## src/rtl/irw_pkg.sv

```systemverilog
package irw_pkg;

  localparam int unsigned FIRST_ENTRY_IDX = 16;
  localparam logic [31:0] CFG_WR_MASK     = 32'h0001_AFFF;
  localparam logic [31:0] CFG_RESET       = 32'h0001_0000;
  localparam int unsigned BUSY_BIT        = 12;
  localparam int unsigned RIRR_BIT        = 14;

  // Version word: low byte 0x11, highest entry number in bits 23:16.
  function automatic logic [31:0] version_word(int unsigned n_in);
    logic [31:0] top_entry;
    top_entry = 32'(n_in - 1);
    return 32'h0000_0011 | (top_entry << 16);
  endfunction

  function automatic logic [31:0] id_word(logic [3:0] id);
    return {4'b0000, id, 24'h00_0000};
  endfunction

  function automatic logic index_in_table(logic [31:0] sel, int unsigned n_in);
    return (sel >= 32'(FIRST_ENTRY_IDX)) && (sel < 32'(FIRST_ENTRY_IDX + 2 * n_in));
  endfunction

  // Visible configuration word: stored writable bits plus engine status.
  function automatic logic [31:0] cfg_view(logic [31:0] stored, logic busy, logic rirr);
    logic [31:0] v;
    v = stored & CFG_WR_MASK;
    v[BUSY_BIT] = busy;
    v[RIRR_BIT] = rirr;
    return v;
  endfunction

endpackage

```

## src/rtl/irw_decode.sv

```systemverilog
module irw_decode
  import irw_pkg::*;
#(
  parameter int unsigned N_IN   = 24,
  parameter int unsigned ADDR_W = 8,
  parameter int unsigned EW     = $clog2(N_IN)
) (
  input  logic              glb_en,
  input  logic              acc_valid,
  input  logic              acc_write,
  input  logic [ADDR_W-1:0] acc_addr,
  input  logic [31:0]       sel_q,
  output logic              idx_wr,
  output logic              idx_rd,
  output logic              win_rd,
  output logic              id_wr,
  output logic              ent_hit,
  output logic              ent_odd,
  output logic [EW-1:0]     ent_num,
  output logic              cfg_wr,
  output logic              dst_wr
);
  localparam logic [ADDR_W-1:0] IDX_OFF = ADDR_W'(0);
  localparam logic [ADDR_W-1:0] WIN_OFF = ADDR_W'(16);

  logic        go;
  logic        at_idx;
  logic        at_win;
  logic        win_wr;
  logic [31:0] rel;

  assign go     = acc_valid & glb_en;
  assign at_idx = (acc_addr == IDX_OFF);
  assign at_win = (acc_addr == WIN_OFF);

  assign idx_wr = go & acc_write & at_idx;
  assign idx_rd = go & ~acc_write & at_idx;
  assign win_wr = go & acc_write & at_win;
  assign win_rd = go & ~acc_write & at_win;

  assign rel     = sel_q - 32'(FIRST_ENTRY_IDX);
  assign ent_hit = index_in_table(sel_q, N_IN);
  assign ent_odd = sel_q[0];
  assign ent_num = rel[EW:1];

  assign id_wr  = win_wr & (sel_q == 32'd0);
  assign cfg_wr = win_wr & ent_hit & ~ent_odd;
  assign dst_wr = win_wr & ent_hit & ent_odd;
endmodule

```

## src/rtl/irw_entry.sv

```systemverilog
module irw_entry
  import irw_pkg::*;
(
  input  logic        clk,
  input  logic        rst_n,
  input  logic        wr_cfg,
  input  logic        wr_dst,
  input  logic [31:0] wdata,
  input  logic        busy,
  input  logic        rirr,
  output logic [31:0] cfg_word,
  output logic [31:0] dst_word
);
  logic [31:0] cfg_q;
  logic [7:0]  dst_q;

  always_ff @(posedge clk or negedge rst_n) begin
    if (!rst_n) begin
      cfg_q <= CFG_RESET;
      dst_q <= 8'h00;
    end else begin
      if (wr_cfg) cfg_q <= wdata & CFG_WR_MASK;
      if (wr_dst) dst_q <= wdata[31:24];
    end
  end

  assign cfg_word = cfg_view(cfg_q, busy, rirr);
  assign dst_word = {dst_q, 24'h00_0000};
endmodule

```

## src/rtl/irw_read_mux.sv

```systemverilog
module irw_read_mux
  import irw_pkg::*;
#(
  parameter int unsigned N_IN = 24,
  parameter int unsigned EW   = $clog2(N_IN)
) (
  input  logic        idx_rd,
  input  logic        win_rd,
  input  logic [31:0] sel_q,
  input  logic [3:0]  id_q,
  input  logic        ent_hit,
  input  logic        ent_odd,
  input  logic [EW-1:0] ent_num,
  input  logic [31:0] cfg_words [N_IN],
  input  logic [31:0] dst_words [N_IN],
  output logic [31:0] rdata
);
  logic [31:0] win_val;

  always_comb begin
    win_val = 32'h0;
    if (sel_q == 32'd0 || sel_q == 32'd2) begin
      win_val = id_word(id_q);
    end else if (sel_q == 32'd1) begin
      win_val = version_word(N_IN);
    end else if (ent_hit) begin
      for (int i = 0; i < N_IN; i++) begin
        if (ent_num == EW'(i)) win_val = ent_odd ? dst_words[i] : cfg_words[i];
      end
    end
  end

  always_comb begin
    rdata = 32'h0;
    if (idx_rd)      rdata = sel_q;
    else if (win_rd) rdata = win_val;
  end
endmodule

```

## src/rtl/irw_top.sv

```systemverilog
module irw_top
  import irw_pkg::*;
#(
  parameter int unsigned N_IN   = 24,
  parameter int unsigned ADDR_W = 8,
  parameter int unsigned EW     = $clog2(N_IN)
) (
  input  logic                clk,
  input  logic                rst_n,
  input  logic                glb_en,
  input  logic                acc_valid,
  input  logic                acc_write,
  input  logic [ADDR_W-1:0]   acc_addr,
  input  logic [31:0]         acc_wdata,
  output logic [31:0]         acc_rdata,
  input  logic [N_IN-1:0]     dlv_busy_i,
  input  logic [N_IN-1:0]     rirr_i,
  output logic [N_IN*8-1:0]   cfg_vector_o,
  output logic [N_IN*3-1:0]   cfg_dmode_o,
  output logic [N_IN-1:0]     cfg_dstmode_o,
  output logic [N_IN-1:0]     cfg_trig_o,
  output logic [N_IN-1:0]     cfg_mask_o,
  output logic [N_IN*8-1:0]   cfg_dest_o,
  output logic                wr_pulse_o,
  output logic [EW-1:0]       wr_entry_o
);
  logic [31:0]   sel_q;
  logic [3:0]    id_q;
  logic          idx_wr, idx_rd, win_rd, id_wr;
  logic          ent_hit, ent_odd;
  logic [EW-1:0] ent_num;
  logic          cfg_wr_evt, dst_wr_evt;
  logic [31:0]   cfg_words [N_IN];
  logic [31:0]   dst_words [N_IN];

  irw_decode #(.N_IN(N_IN), .ADDR_W(ADDR_W), .EW(EW)) u_dec (
    .glb_en(glb_en), .acc_valid(acc_valid), .acc_write(acc_write),
    .acc_addr(acc_addr), .sel_q(sel_q),
    .idx_wr(idx_wr), .idx_rd(idx_rd), .win_rd(win_rd), .id_wr(id_wr),
    .ent_hit(ent_hit), .ent_odd(ent_odd), .ent_num(ent_num),
    .cfg_wr(cfg_wr_evt), .dst_wr(dst_wr_evt)
  );

  always_ff @(posedge clk or negedge rst_n) begin
    if (!rst_n) begin
      sel_q      <= 32'h0;
      id_q       <= 4'h0;
      wr_pulse_o <= 1'b0;
      wr_entry_o <= '0;
    end else begin
      if (idx_wr) sel_q <= acc_wdata;
      if (id_wr)  id_q  <= acc_wdata[27:24];
      wr_pulse_o <= cfg_wr_evt;
      if (cfg_wr_evt) wr_entry_o <= ent_num;
    end
  end

  for (genvar g = 0; g < N_IN; g++) begin : g_ent
    logic sel_me;
    assign sel_me = (ent_num == EW'(g));
    irw_entry u_ent (
      .clk(clk), .rst_n(rst_n),
      .wr_cfg(cfg_wr_evt & sel_me), .wr_dst(dst_wr_evt & sel_me),
      .wdata(acc_wdata), .busy(dlv_busy_i[g]), .rirr(rirr_i[g]),
      .cfg_word(cfg_words[g]), .dst_word(dst_words[g])
    );
    assign cfg_vector_o[g*8 +: 8] = cfg_words[g][7:0];
    assign cfg_dmode_o[g*3 +: 3]  = cfg_words[g][10:8];
    assign cfg_dstmode_o[g]       = cfg_words[g][11];
    assign cfg_trig_o[g]          = cfg_words[g][15];
    assign cfg_mask_o[g]          = cfg_words[g][16];
    assign cfg_dest_o[g*8 +: 8]   = dst_words[g][31:24];
  end

  irw_read_mux #(.N_IN(N_IN), .EW(EW)) u_rd (
    .idx_rd(idx_rd), .win_rd(win_rd), .sel_q(sel_q), .id_q(id_q),
    .ent_hit(ent_hit), .ent_odd(ent_odd), .ent_num(ent_num),
    .cfg_words(cfg_words), .dst_words(dst_words), .rdata(acc_rdata)
  );
endmodule

```

## config.mk

```make
export PLATFORM = sky130hd
export DESIGN_NAME = irw_top
export DESIGN_NICKNAME = d
export VERILOG_FILES = /design/src/rtl/irw_pkg.sv /design/src/rtl/irw_decode.sv /design/src/rtl/irw_entry.sv /design/src/rtl/irw_read_mux.sv /design/src/rtl/irw_top.sv
export SDC_FILE = /design/constraint.sdc
export NUM_CORES = 1
export LEC_CHECK = 0
export BUFFER_PORTS_ARGS = -buffer_cell sky130_fd_sc_hd__buf_2
export CORE_UTILIZATION = 25
export DETAILED_ROUTE_END_ITERATION = 8
export MAX_ROUTING_LAYER = met4
export PLACE_DENSITY = 0.41
export SLEW_MARGIN = 10
export SYNTH_ARGS = -nofsm -noshare
export SYNTH_HDL_FRONTEND = slang
export SYNTH_HIERARCHICAL = 1
export SYNTH_SLANG_ARGS = --single-unit
```

## constraint.sdc

```tcl
create_clock -name clk -period 5.7 [get_ports clk]
set_input_delay 0.855 -clock clk [delete_from_list [all_inputs] [get_ports clk]]
set_output_delay 0.855 -clock clk [all_outputs]
set_load 0.01 [all_outputs]
```

Word-level counts from Yosys, hierarchy flattened
Cells that the tools add are included.
Operators by class
  add/sub/neg operators: 1
  order comparisons: 2
  equality and inequality tests: 26
  multiplexer cells: 53
  bitwise logic cells: 61
  reduce and logical (&&, ||, !) cells: 5
Operator list (number)
  two-way mux 32 bit: 53
  bitwise AND 1 bit: 59
  == test 5 x 4 -> 1 bit (second input constant): 8
  == test 5 bit (second input constant): 8
  == test 32 x 1 -> 1 bit (second input constant): 1
  == test 32 x 2 -> 1 bit (second input constant): 1
  greater-or-equal comparator 32 x 5 -> 1 bit (second input constant): 1
  logical NOT 32 bit: 1
  less-than comparator 32 x 7 -> 1 bit (second input constant): 1
  == test 5 x 3 -> 1 bit (second input constant): 4
  == test 5 x 2 -> 1 bit (second input constant): 2
  == test 8 x 5 -> 1 bit (second input constant): 1
  logical NOT 8 bit: 1
  subtractor 6 x 5 -> 6 bit (second input constant): 1
  == test 5 x 1 -> 1 bit (second input constant): 1
  logical NOT 5 bit: 1
  inverter 1 bit: 2
  logical AND 1 bit: 1
  logical OR 1 bit: 1
Word-level totals
  register bits after elaboration: 594
  input bits: 93
  word-level logic and storage cells: 200

Logic depth before layout (Yosys ltp)
  depth in word-level cells: 31
  gate-level depth with buffers: 14

By module
Netlist, hierarchy kept.
By module, submodules not included
  irw_entry: instances 24, cells an instance 91, area an instance 1221.2 um^2, sequential area each 576.8 um^2
  irw_read_mux: instances 1, cells an instance 2038, area an instance 15513.6 um^2, sequential area each 0.0 um^2
  irw_top: instances 1, cells an instance 159, area an instance 1886.8 um^2, sequential area each 1051.0 um^2
  irw_decode: instances 1, cells an instance 37, area an instance 252.7 um^2, sequential area each 0.0 um^2

Worst setup path before layout
OpenSTA, ideal clock, no wires.
  path kind: input-to-output
  from: input acc_addr[1]
  to: output acc_rdata[13]
  arrival: 2718 ps
  slack: 2127 ps
  stages: 9
  cells stage by stage: nor4b_2 nand2_1 nor3_1 nor2b_1 nand2_1 a21oi_1 nand2_1 a211oi_1 a221o_1
On the way
  longest elaborated chain between the ends: 4
  elaborated cells between the ends (all ways): 6
  classes of those cells: 1 x eq/ne; 2 x mux; 2 x bitwise; 1 x reduce/logical
Ends and longest elaborated chain
  start, declared: RTL line irw_top.sv:13  | input logic [ADDR_W-1:0] acc_addr,
  == test 8 x 5 -> 1 bit: RTL line irw_decode.sv:34  | assign at_win = (acc_addr == WIN_OFF);
  bitwise AND 1 bit: RTL line irw_decode.sv:39  | assign win_rd = go & ~acc_write & at_win;
  named net win_rd: RTL line irw_top.sv:29  | logic idx_wr, idx_rd, win_rd, id_wr;
  two-way mux 32 bit: RTL line irw_read_mux.sv:36  | else if (win_rd) rdata = win_val;
  two-way mux 32 bit: RTL line irw_read_mux.sv:35  | if (idx_rd) rdata = sel_q;
  end, declared: RTL line irw_top.sv:15  | output logic [31:0] acc_rdata,
The timed path passes the listed nets, and every way through them passes these cells.

Worst setup path after layout
  from: register sel_q[2]
  to: output acc_rdata[7]
On the way
  longest elaborated chain between the ends: 31
  elaborated cells between the ends (all ways): 61
  classes of those cells: 1 x add/sub; 2 x order compare; 25 x eq/ne; 29 x mux; 4 x reduce/logical
Ends and longest elaborated chain
  start, declared: RTL line irw_top.sv:27  | logic [31:0] sel_q;
  start signal, assigned: RTL line irw_top.sv:51  | if (idx_wr) sel_q <= acc_wdata;
  subtractor 6 x 5 -> 6 bit: RTL line irw_decode.sv:41  | assign rel = sel_q - 32'(FIRST_ENTRY_IDX);
  logical NOT 5 bit: RTL line irw_read_mux.sv:28  | if (ent_num == EW'(i)) win_val = ent_odd ? dst_words[i] : cfg_words[i];
  two-way mux 32 bit (24 in series): RTL line irw_read_mux.sv:28
  two-way mux 32 bit: RTL line irw_read_mux.sv:26  | end else if (ent_hit) begin
  two-way mux 32 bit: RTL line irw_read_mux.sv:24  | end else if (sel_q == 32'd1) begin
  two-way mux 32 bit *: RTL line irw_read_mux.sv:22  | if (sel_q == 32'd0 || sel_q == 32'd2) begin
  two-way mux 32 bit *: RTL line irw_read_mux.sv:36
  two-way mux 32 bit *: RTL line irw_read_mux.sv:35
Mark *: on every way between the ends. The rest lies on a longest branch, timed or not.

==> results.txt <==
# setup viols final: 0
Switch Pwr: 0.002783 W
Worst Skew: 0.04219 ns
Clk slew on worst S/H paths: 0.06 ns
# nets final: 5027
Max stage delay cell, worst path: nor2_1
Crit-path max FO: 33
Post-synthesis register bit count: 594
Max-cap violations: 0
Vias per Instance: 4.508
Lkg Pwr: 23.61 nW
Cts bufs inserted: 80
Switching share of power: 27.23%
Wire per inst: 29.28 um
Pwr Total: 0.01022 W
Worst setup path startpoint: sel_q[2]
Fmax: 178.2 MHz
Post-synthesis sequential area ratio: 31.72%
TritonRoute pass-1 iters: 7
Worst path arrival time: 4.76 ns
Setup crit start kind: flip-flop
Tot GR Track Use: 23.21%
Fillers: 19720
Die height: 435.4 um
Slew headroom: 17.79%
Most common cell in the netlist: buf_4
TritonCTS clock tree: built
Power density over the cells: 197.7 nW/um2
RePlAce Congestion: 0.8875
Worst EP required: 4.85 ns
Pin count of the biggest net entering global routing: 126
Final hold slack: 0.1499 ns
Mean Syn Cell Area: 10.63 um2
Yosys top cell area share: 30.37%
Io pins: 659
Layout cell share with drive strength beyond 1: 36.06%
Post-detail-place hpwl: 164200 um
Post-layout util: 27.80%
Worst slew pin tran: 1.229 ns
# DRC: 0
Yosys warns: 6
Crit Path Category: reg2out
Top cells by area, synth: dfrtp_1 30%, buf_4 17%, mux2i_1 13%
Post-synth cell types: 81
First-pass GRT wire length: 297500 um
Yosys top cell by area: dfrtp_1
DR iter-0 viols: 2117
Final instance area: 51710 um2
Core area: 186000 um2
Async set-reset flop share out of synthesis: 100.0%
Post-route ant nets: 0
Clock network latency to the later pin of the worst-skew pair: 0.73 ns
Area grow syn2layout: 10.12%
Synth Flop Type: dfrtp_1
Flop pwr share: 41.4%
Outcome: finished, final reports clean
CP max stage delay: 0.79 ns
Root buffer cell: clkbuf_16
# hold bufs at CTS: 0
Number of port buffers: 658
Int Pwr: 0.007438 W
Sink Count: 594
Setup TNS: 0 ns
Syn Inst Count: 4418
Die X: 435.4 um
Die area: 189600 um2
Post-route minimum period: 5.612 ns
Crit path max-delay family: compound AO/OA/AOI/OAI gates
Final Cycle Share: 98.45%
EDFF count, synth: 0
Final hold viol count: 0
Clock power share: 51.5%
DR vias: 33750
Combinational share of power: 7.1%
Min-delay worst type: in2async
Buffer and inverter count on the worst path: 2
Initial antenna violation count: 12
Total gr overflow: 0
RSZ-0062 raised after global routing: false
Clock Tree Buf Depth: 3
Initial core utilization: 25.24%
Critical path endpoint category: primary output
Most common library cells after synthesis: 1035 x buf_4, 589 x mux2i_1, 570 x dfrtp_1
H-tree levels: 3
Worst R2R Start: sel_q[0]
Routed WL: 219200 um
DP Area: 48850 um2
Synthesized area: 46960 um2
Peak VDD IR: 212.0 uV
Row count: 158
Pins Over Slew Limit: 0
Vias in the first global route: 34050
Crit path cell chain: nor2_1 -> nand2_2 -> buf_4 -> o22ai_1 -> o31ai_1 -> a211o_1 -> a221oi_1 -> o31a_1 -> buf_2
-- timing repair --
action | in CTS | in global routing
buffers inserted | 7 | 2
endpoints found under the setup margin | 30 | 24
resized for setup | 25 | 10
pin swaps | 3 | 4
-- flip-flops by register name (all words and copies together) (netlist names) --
register	flops
sel_q	32
wr_entry_o	5
g_ent.u_ent/dst_q	192
id_q	4
g_ent.u_ent/cfg_q	360
wr_pulse_o	1
-- area by class of cell --
class	instances	area (um2)	area share, %
inverters	6	27.53	0.05323
diodes	12	30.03	0.05807
well taps	2480	3103	6.000
repair buffers	810	4647	8.986
multi-input cells	3441	26370	51.00
flip-flops and latches	594	14910	28.83
clock inverters	31	361.6	0.6992
clock buffers	112	2263	4.377
-- per-stage QoR --
stage | instances | worst slack (ns)
2_1_floorplan | 5330 | 2.127
3_3_place_gp | 7322 | 0.1201
3_5_place_dp | 7322 | 0.1008
4_1_cts | 7472 | 0.0006630
5_1_grt | 7478 | 0.02511
6_report | 7486 | 0.08810
-- kinds of logic after synthesis --
family	count (synthesis)	synth area share [%]
AOI/OAI and AO/OA	766	10.23
other	24	0.1918
xor gates and xnor gates	1	0.03465
adders and majority gates	1	0.02664
buffers and inverters	1295	20.49
muxes	1325	32.94
DFF	594	31.72
and+or+nand+nor	412	4.375
-- cells in the final DEF (no fill, tap or decap), drive strengths merged, types with 17 or more instances in the layout --
master  instances
a221oi         34
a211oi         43
a221o          20
mux2          702
o221ai         17
nor4           31
mux4           34
clkinv         17
dfrtp         570
dfstp          24
nand3          23
a21oi         176
nand2          87
clkbuf        112
a22oi          22
nor3           19
buf           810
conb          936
o21ai         235
mux2i         589
nor2          173
o22ai         101
-- worst paths after layout --
check                                           end  slack [ns]  depth (start not counted)
max                                    acc_rdata[7]        0.09                          9
min                        g_ent[15].u_ent/cfg_q[5]        0.15                          1
max reg2reg                 g_ent[3].u_ent/dst_q[1]        1.56                          8
min reg2reg                           wr_entry_o[0]        0.51                          1
max in group asynchronous   g_ent[0].u_ent/dst_q[1]        4.29                          2
min in group clk                          sel_q[21]        0.38                          2
-- worst register-to-register path, stage by stage (launching register included) --
cell,delay [ns]
dfrtp_4,0.55
buf_12,0.33
buf_4,0.55
nand4_1,0.20
nor4_2,0.30
buf_4,0.23
or4b_1,0.59
nor2_1,0.82
mux2_2,0.42
-- per-layer routing --
layer  routed length [um]  part of all wire [%]  track usage [%]
met1                87180                    40            26.39
met5                    0                     0                -
met2               107700                    49            38.95
met3                14340                   6.5            5.445
met4                10040                   4.6            9.672
-- power groups by stage --
stage	Combinational (W)	Clock, W	Sequential, W
floorplan	0.000820	0	0.00430
global placement	0.000713	0	0.00431
detailed placement	0.000713	0	0.00431
CTS	0.000715	0.00541	0.00423
global route	0.000798	0.00554	0.00423
finish	0.000726	0.00526	0.00423
Note: power is estimated with default switching activity, not from simulation.
